File: config.mk
export PLATFORM = sky130hd
export DESIGN_NAME = mphase_pwm
export DESIGN_NICKNAME = d
export VERILOG_FILES = /design/src/rtl/mpwm_pkg.sv /design/src/rtl/mpwm_sched.sv /design/src/rtl/mpwm_chan.sv /design/src/rtl/mphase_pwm.sv
export SDC_FILE = /design/constraint.sdc
export NUM_CORES = 1
export LEC_CHECK = 0
export ABC_CLOCK_PERIOD_IN_PS = 40300
export BUFFER_PORTS_ARGS = -buffer_cell sky130_fd_sc_hd__buf_2
export CAP_MARGIN = 20
export CORE_AREA = 2 2 335 337
export CTS_CLUSTER_DIAMETER = 200
export CTS_CLUSTER_SIZE = 20
export DETAILED_ROUTE_END_ITERATION = 12
export DIE_AREA = 0 0 337 339
export GPL_TIMING_DRIVEN = 1
export PLACE_DENSITY = 0.59
export SETUP_SLACK_MARGIN = 0.5
export SYNTH_ARGS = -nofsm -noshare
export SYNTH_HDL_FRONTEND = slang
export SYNTH_SLANG_ARGS = --single-unit
File: constraint.sdc
create_clock -name clk_i -period 40.3 [get_ports clk_i]
set_clock_uncertainty 0.1 [all_clocks]
set_input_delay 2.015 -clock clk_i [delete_from_list [all_inputs] [get_ports clk_i]]
set_output_delay 2.015 -clock clk_i [all_outputs]
set_load 0.03 [all_outputs]
File: src/rtl/mpwm_pkg.sv
package mpwm_pkg;
  // smallest period the scheduler will run, in clock cycles
  localparam int unsigned PER_FLOOR = 4;
endpackage

File: src/rtl/mpwm_sched.sv
module mpwm_sched
  import mpwm_pkg::*;
#(
  parameter int unsigned NUM_PH = 6,
  parameter int unsigned CNT_W  = 10,
  parameter int unsigned NPH_W  = 3
) (
  input  logic              clk_i,
  input  logic              rst_ni,
  input  logic [CNT_W-1:0]  period_i,
  input  logic [NPH_W-1:0]  nph_i,
  output logic [NUM_PH-1:0] start_o,
  output logic [NUM_PH-1:0] act_o,
  output logic [CNT_W-1:0]  per_o
);
  localparam int unsigned OFF_W = CNT_W + NPH_W;
  localparam logic [CNT_W-1:0] PER_MIN = CNT_W'(PER_FLOOR);

  logic             run_q;
  logic [CNT_W-1:0] cnt_q, per_q;
  logic [NPH_W-1:0] nph_q;
  logic [CNT_W-1:0] per_fix;
  logic [NPH_W-1:0] nph_fix;
  logic             wrap;

  always_comb begin
    per_fix = (period_i < PER_MIN) ? PER_MIN : period_i;
    if (nph_i == '0)                      nph_fix = NPH_W'(1);
    else if (nph_i > NPH_W'(NUM_PH))      nph_fix = NPH_W'(NUM_PH);
    else                                  nph_fix = nph_i;
    wrap = run_q && (cnt_q == per_q - 1'b1);
  end

  // master period counter; period and count reload only at its wrap
  always_ff @(posedge clk_i or negedge rst_ni) begin
    if (!rst_ni) begin
      run_q <= 1'b0;
      cnt_q <= '0;
      per_q <= PER_MIN;
      nph_q <= NPH_W'(1);
    end else if (!run_q || wrap) begin
      run_q <= 1'b1;
      cnt_q <= '0;
      per_q <= per_fix;
      nph_q <= nph_fix;
    end else begin
      cnt_q <= cnt_q + 1'b1;
    end
  end

  assign per_o = per_q;

  for (genvar k = 0; k < NUM_PH; k++) begin : g_off
    logic [OFF_W-1:0] prod, off;
    assign prod       = OFF_W'(k) * OFF_W'(per_q);
    assign off        = prod / OFF_W'(nph_q);
    assign start_o[k] = run_q && ({{NPH_W{1'b0}}, cnt_q} == off);
    assign act_o[k]   = (NPH_W'(k) < nph_q);
  end

  p_cnt_range_r3: assert property (@(posedge clk_i) disable iff (!rst_ni)
    run_q |-> (cnt_q < per_q));
  p_per_floor_r4: assert property (@(posedge clk_i) disable iff (!rst_ni)
    per_q >= PER_MIN);
  p_count_range_r10: assert property (@(posedge clk_i) disable iff (!rst_ni)
    (nph_q != '0) && (nph_q <= NPH_W'(NUM_PH)));
endmodule

File: src/rtl/mpwm_chan.sv
module mpwm_chan #(
  parameter int unsigned CNT_W = 10,
  parameter int unsigned DT_W  = 6
) (
  input  logic             clk_i,
  input  logic             rst_ni,
  input  logic             start_i,
  input  logic             act_i,
  input  logic             en_i,
  input  logic             droop_i,
  input  logic             over_i,
  input  logic [CNT_W-1:0] per_i,
  input  logic [CNT_W-1:0] duty_i,
  input  logic [DT_W-1:0]  dead_i,
  output logic             pwm_o,
  output logic             lsd_o
);
  localparam int unsigned SW = CNT_W + 2;

  logic             run_q;
  logic [CNT_W-1:0] cnt_q, duty_q, per_q;
  logic [DT_W-1:0]  dead_q, g_lo_q, g_hi_q;
  logic [SW-1:0]    two_dead, lim;
  logic [CNT_W-1:0] duty_fix;
  logic             base_hi, base_lo, live;

  always_comb begin
    two_dead = SW'(dead_i) << 1;
    lim      = (SW'(per_i) > two_dead) ? SW'(per_i) - two_dead : '0;
    duty_fix = (SW'(duty_i) > lim) ? lim[CNT_W-1:0] : duty_i;
  end

  // words are latched only at this phase's own period start
  always_ff @(posedge clk_i or negedge rst_ni) begin
    if (!rst_ni) begin
      run_q  <= 1'b0;
      cnt_q  <= '0;
      duty_q <= '0;
      per_q  <= '0;
      dead_q <= '0;
    end else if (start_i) begin
      run_q  <= 1'b1;
      cnt_q  <= '0;
      duty_q <= duty_fix;
      per_q  <= per_i;
      dead_q <= dead_i;
    end else if (run_q && (cnt_q != '1)) begin
      cnt_q <= cnt_q + 1'b1;
    end
  end

  always_comb begin
    base_hi = run_q && (cnt_q < duty_q);
    base_lo = run_q
           && (SW'(cnt_q) >= SW'(duty_q) + SW'(dead_q))
           && (SW'(cnt_q) + SW'(dead_q) < SW'(per_q));
    live    = en_i && act_i && run_q;
    pwm_o   = live && (g_lo_q == '0) && (droop_i || (!over_i && base_hi));
    lsd_o   = live && (g_hi_q == '0) && !droop_i && !over_i && base_lo;
  end

  // guards enforce the gap on every transition, overrides included
  always_ff @(posedge clk_i or negedge rst_ni) begin
    if (!rst_ni) begin
      g_lo_q <= '0;
      g_hi_q <= '0;
    end else begin
      if (lsd_o)               g_lo_q <= dead_q;
      else if (g_lo_q != '0)   g_lo_q <= g_lo_q - 1'b1;
      if (pwm_o)               g_hi_q <= dead_q;
      else if (g_hi_q != '0)   g_hi_q <= g_hi_q - 1'b1;
    end
  end

  p_no_overlap_r1: assert property (@(posedge clk_i) disable iff (!rst_ni)
    !(pwm_o && lsd_o));
  p_lo_gap_r2: assert property (@(posedge clk_i) disable iff (!rst_ni)
    ($rose(pwm_o) && ($past(dead_q) != '0)) |-> !$past(lsd_o));
  p_hi_gap_r2: assert property (@(posedge clk_i) disable iff (!rst_ni)
    ($rose(lsd_o) && ($past(dead_q) != '0)) |-> !$past(pwm_o));
  p_clamp_r5: assert property (@(posedge clk_i) disable iff (!rst_ni)
    run_q |-> ((duty_q == '0) || (SW'(duty_q) + (SW'(dead_q) << 1) <= SW'(per_q))));
  p_droop_r7: assert property (@(posedge clk_i) disable iff (!rst_ni)
    droop_i |-> !lsd_o);
  p_over_r8: assert property (@(posedge clk_i) disable iff (!rst_ni)
    (over_i && !droop_i) |-> (!pwm_o && !lsd_o));
  p_hold_r9: assert property (@(posedge clk_i) disable iff (!rst_ni)
    (run_q && !start_i) |=> ($stable(duty_q) && $stable(dead_q)));
endmodule

File: src/rtl/mphase_pwm.sv
module mphase_pwm
  import mpwm_pkg::*;
#(
  parameter  int unsigned NUM_PH = 6,
  parameter  int unsigned CNT_W  = 10,
  parameter  int unsigned DT_W   = 6,
  localparam int unsigned NPH_W  = $clog2(NUM_PH + 1)
) (
  input  logic                     clk_i,
  input  logic                     rst_ni,
  input  logic                     en_i,
  input  logic                     droop_i,
  input  logic                     over_i,
  input  logic [NPH_W-1:0]         nph_i,
  input  logic [CNT_W-1:0]         period_i,
  input  logic [DT_W-1:0]          dead_i,
  input  logic [NUM_PH*CNT_W-1:0]  duty_i,
  output logic [NUM_PH-1:0]        pwm_o,
  output logic [NUM_PH-1:0]        lsd_o
);
  logic [NUM_PH-1:0] start, act;
  logic [CNT_W-1:0]  per;

  mpwm_sched #(
    .NUM_PH (NUM_PH),
    .CNT_W  (CNT_W),
    .NPH_W  (NPH_W)
  ) u_sched (
    .clk_i    (clk_i),
    .rst_ni   (rst_ni),
    .period_i (period_i),
    .nph_i    (nph_i),
    .start_o  (start),
    .act_o    (act),
    .per_o    (per)
  );

  for (genvar k = 0; k < NUM_PH; k++) begin : g_ph
    mpwm_chan #(
      .CNT_W (CNT_W),
      .DT_W  (DT_W)
    ) u_chan (
      .clk_i   (clk_i),
      .rst_ni  (rst_ni),
      .start_i (start[k]),
      .act_i   (act[k]),
      .en_i    (en_i),
      .droop_i (droop_i),
      .over_i  (over_i),
      .per_i   (per),
      .duty_i  (duty_i[k*CNT_W +: CNT_W]),
      .dead_i  (dead_i),
      .pwm_o   (pwm_o[k]),
      .lsd_o   (lsd_o[k])
    );
  end

  p_enable_r6: assert property (@(posedge clk_i) disable iff (!rst_ni)
    !en_i |-> ((pwm_o == '0) && (lsd_o == '0)));
endmodule

==> impl_metrics.toml <==
[synth]
synth_most_common_cell = "ha_1"
synth_warnings = 0
async_reset_ff_frac = 1.00
yosys-top-cells-count = "ha_1, nor2_1, nand2_1"
yosysUniqueCellTypes = 148
synth_fp_nets = 6078
synth-edff-count = 0
yosys.area.top_type = "dfrtp_1"
synth_area_sq_um = 44100
synth_cells = 5417
synth_top_area_share = 0.179
avgSynthCellArea_sq_um = 8.14
synth_area_leaders = "dfrtp_1, ha_1, xnor2_1, mux2i_1, nor2_1"
synth.ff_latch_count = 318
ys.flop_type = "dfrtp_1"
seq_area_frac_synth = 0.181

[min_path]
hold_start = "g_ph[2].u_chan.per_q[0]"
holdPathEnd = "g_ph[2].u_chan.per_q[0]"
holdPathStages = 1
hold_class = "reg2reg"

[grt]
grt_pass1_vias = 38466
grt-ovfl-total = 0
track_usage = 0.229
grt_pass1_wl_mm = 213
grt_max_degree = 157
antenna_found_initial = 6

[cts]
clockBufferDepth = 3
htreeDepth = 1
path_clk_slew_ps = 100
worstSkewPairLatency_ps = 560
cts-root-buf = "clkbuf_16"
cts_resized = 0
tritoncts = "done"
cts_setup_buffers = 0
cts_made_buffers = 19
ctsHoldBuffers = 0
cts.sinks = 318

[timing]
setup_violations = 0
hold_violations = 0
slew_headroom = 0.250
final_max_slew_viol_count = 0
fin_crit_ps = 26920
final.setup.worst_slack_ps = 13380
fmaxAchievable_mhz = 37.2
rsz0062_at_grt = "false"
worst_slew_pin_slew_ps = 1120
tns_ps = 0
hold_slack_ps = 413
period_share = 0.668

[worst_setup_path]
reg2reg_slack_ps = 13380
r2r-start = "u_sched.per_o[5]"
path_common_cell = "ha_1"
worstPathRequired_ps = 40630
crit_path_start_kind = "flop"
critical_path.max_stage_delay_ps = 810
crit_type = "reg2reg"
ff2ff_path_depth = 101
timing.rr.end = "g_ph[3].u_chan.dead_q[5]"
cp_slowest_cell = "dfrtp_1"
worstPathMaxFanout = 37
arrival_ps = 27240
end_kind = "flop"

[run_status]
outcome = "completed"

[floorplanning]
core-area_sq_um = 110000
fp.dieH_um = 339
io_pins = 96
start_util = 0.399
die-area_sq_um = 114000
rows = 122
die_w_um = 337

[drt]
drcViolationCount = 0
wl_mm = 134
num_vias = 40273
firstDrtPassIters = 6
viasPerCell = 5.85
wl_per_cell_um = 19.5
detail-route-antenna-nets = 0
drtIter0Drc = 2740

[cells_and_area]
drive_gt1_frac = 0.0885
final_util = 0.420
antennaDiodeCount = 0
nets = 6062
syn_to_final_growth_pct = 5.30

[placed_design]
io_buffers = 95
preCtsSetupSlack_ps = 13720
hpwl_mm = 102
gp_congestion = 0.921

[job]
maxCapViolCount = 0
==> logic make-up after synthesis <==
family,share of synthesized area
adders and majority gates,0.168
xor gates and xnor gates,0.0750
DFF,0.181
buffers and inverters,0.0465
AOI/OAI and AO/OA,0.230
and+or+nand+nor,0.224
muxes,0.0763
other,0.000170
==> worst max-delay path by stage <==
| stage | cells past startpoint | slack (ps) | from | endpoint |
|---|---|---|---|---|
| 6_report | 101 | 13380 | u_sched.per_o[5] | g_ph[3].u_chan.dead_q[5] |
| 5_1_grt | 101 | 11130 | u_sched.per_o[5] | g_ph[3].u_chan.dead_q[5] |
| 4_1_cts | 101 | 13600 | u_sched.per_o[5] | g_ph[3].u_chan.duty_q[0] |
| 3_5_place_dp | 101 | 13720 | u_sched.per_o[5] | g_ph[3].u_chan.dead_q[5] |
| 3_3_place_gp | 101 | 14130 | u_sched.per_o[5] | g_ph[3].u_chan.duty_q[0] |
| 2_1_floorplan | 105 | 17100 | u_sched.nph_q[0] | g_ph[3].u_chan.dead_q[0] |
==> cells in the final DEF (no fill, tap or decap), types with 20 or more instances in the layout <==
master | netlist | routed
ha_1 | 560 | 560
nor2_1 | 481 | 481
nand2_1 | 381 | 381
a21oi_1 | 349 | 349
dfrtp_1 | 316 | 315
o21ai_0 | 300 | 300
inv_1 | 271 | 268
xnor2_1 | 266 | 266
mux2i_1 | 183 | 183
nor3_1 | 155 | 155
nor2b_1 | 132 | 132
nand2b_1 | 131 | 131
nand3_1 | 108 | 108
mux2_2 | 107 | 107
xor2_1 | 106 | 106
buf_2 | 25 | 94
a21o_1 | 93 | 93
o21a_1 | 87 | 87
and2_1 | 78 | 78
nand4_1 | 68 | 68
a211oi_1 | 63 | 62
or3_1 | 62 | 62
o31ai_1 | 62 | 62
buf_4 | 21 | 49
o211ai_1 | 45 | 45
nor4_1 | 46 | 44
o21bai_1 | 39 | 39
a31oi_1 | 38 | 38
and3_1 | 35 | 35
or2_2 | 33 | 33
a2111oi_0 | 27 | 27
o2111ai_1 | 23 | 22
a22o_1 | 21 | 21
o22ai_1 | 20 | 20
==> routing by layer <==
layer  part of all wire  vias to the layer above  GRT usage
met5           0.000097                        -          0
met4              0.027                        2     0.0600
met3              0.041                      180     0.0206
met2               0.47                      832      0.386
met1               0.46                    19350      0.313
li1                   -                    19909          -
==> area by class of cell <==
class                   instances  area, sq um
repair buffers                148          918
inverters                     280         1050
well taps                    1488         1860
fillers                     11220        64000
multi-input cells            4634        34100
clock buffers                  22          487
flip-flops and latches        318         7960
==> critical path: cells and delay by family (launching register included) <==
family,cells,cell delay (ps)
and+or+nand+nor,31,8450
buffers and inverters,2,1210
DFF,1,810
muxes,3,1080
AOI/OAI and AO/OA,51,10770
xor gates and xnor gates,1,140
adders and majority gates,13,4140
==> state kept, by name, indices dropped and copies added, names as in the netlist <==
name,flops
g_ph.u_chan.cnt_q,60
g_ph.u_chan.duty_q,60
g_ph.u_chan.per_q,60
g_ph.u_chan.dead_q,36
g_ph.u_chan.g_hi_q,36
g_ph.u_chan.g_lo_q,36
u_sched.cnt_q,10
u_sched.per_o,10
g_ph.u_chan.run_q,6
u_sched.nph_q,3
u_sched.run_q,1
==> through the flow <==
stage	area, sq um	cells
global route	46400	6890
detailed placement	45900	6867
floorplan	44100	5417
CTS	46400	6889
finish	46400	6890
global placement	45900	6867
Power is left out: the tool's default activity adds up to more than one toggle a clock period on the data nets, which glitch-free logic cannot reach.
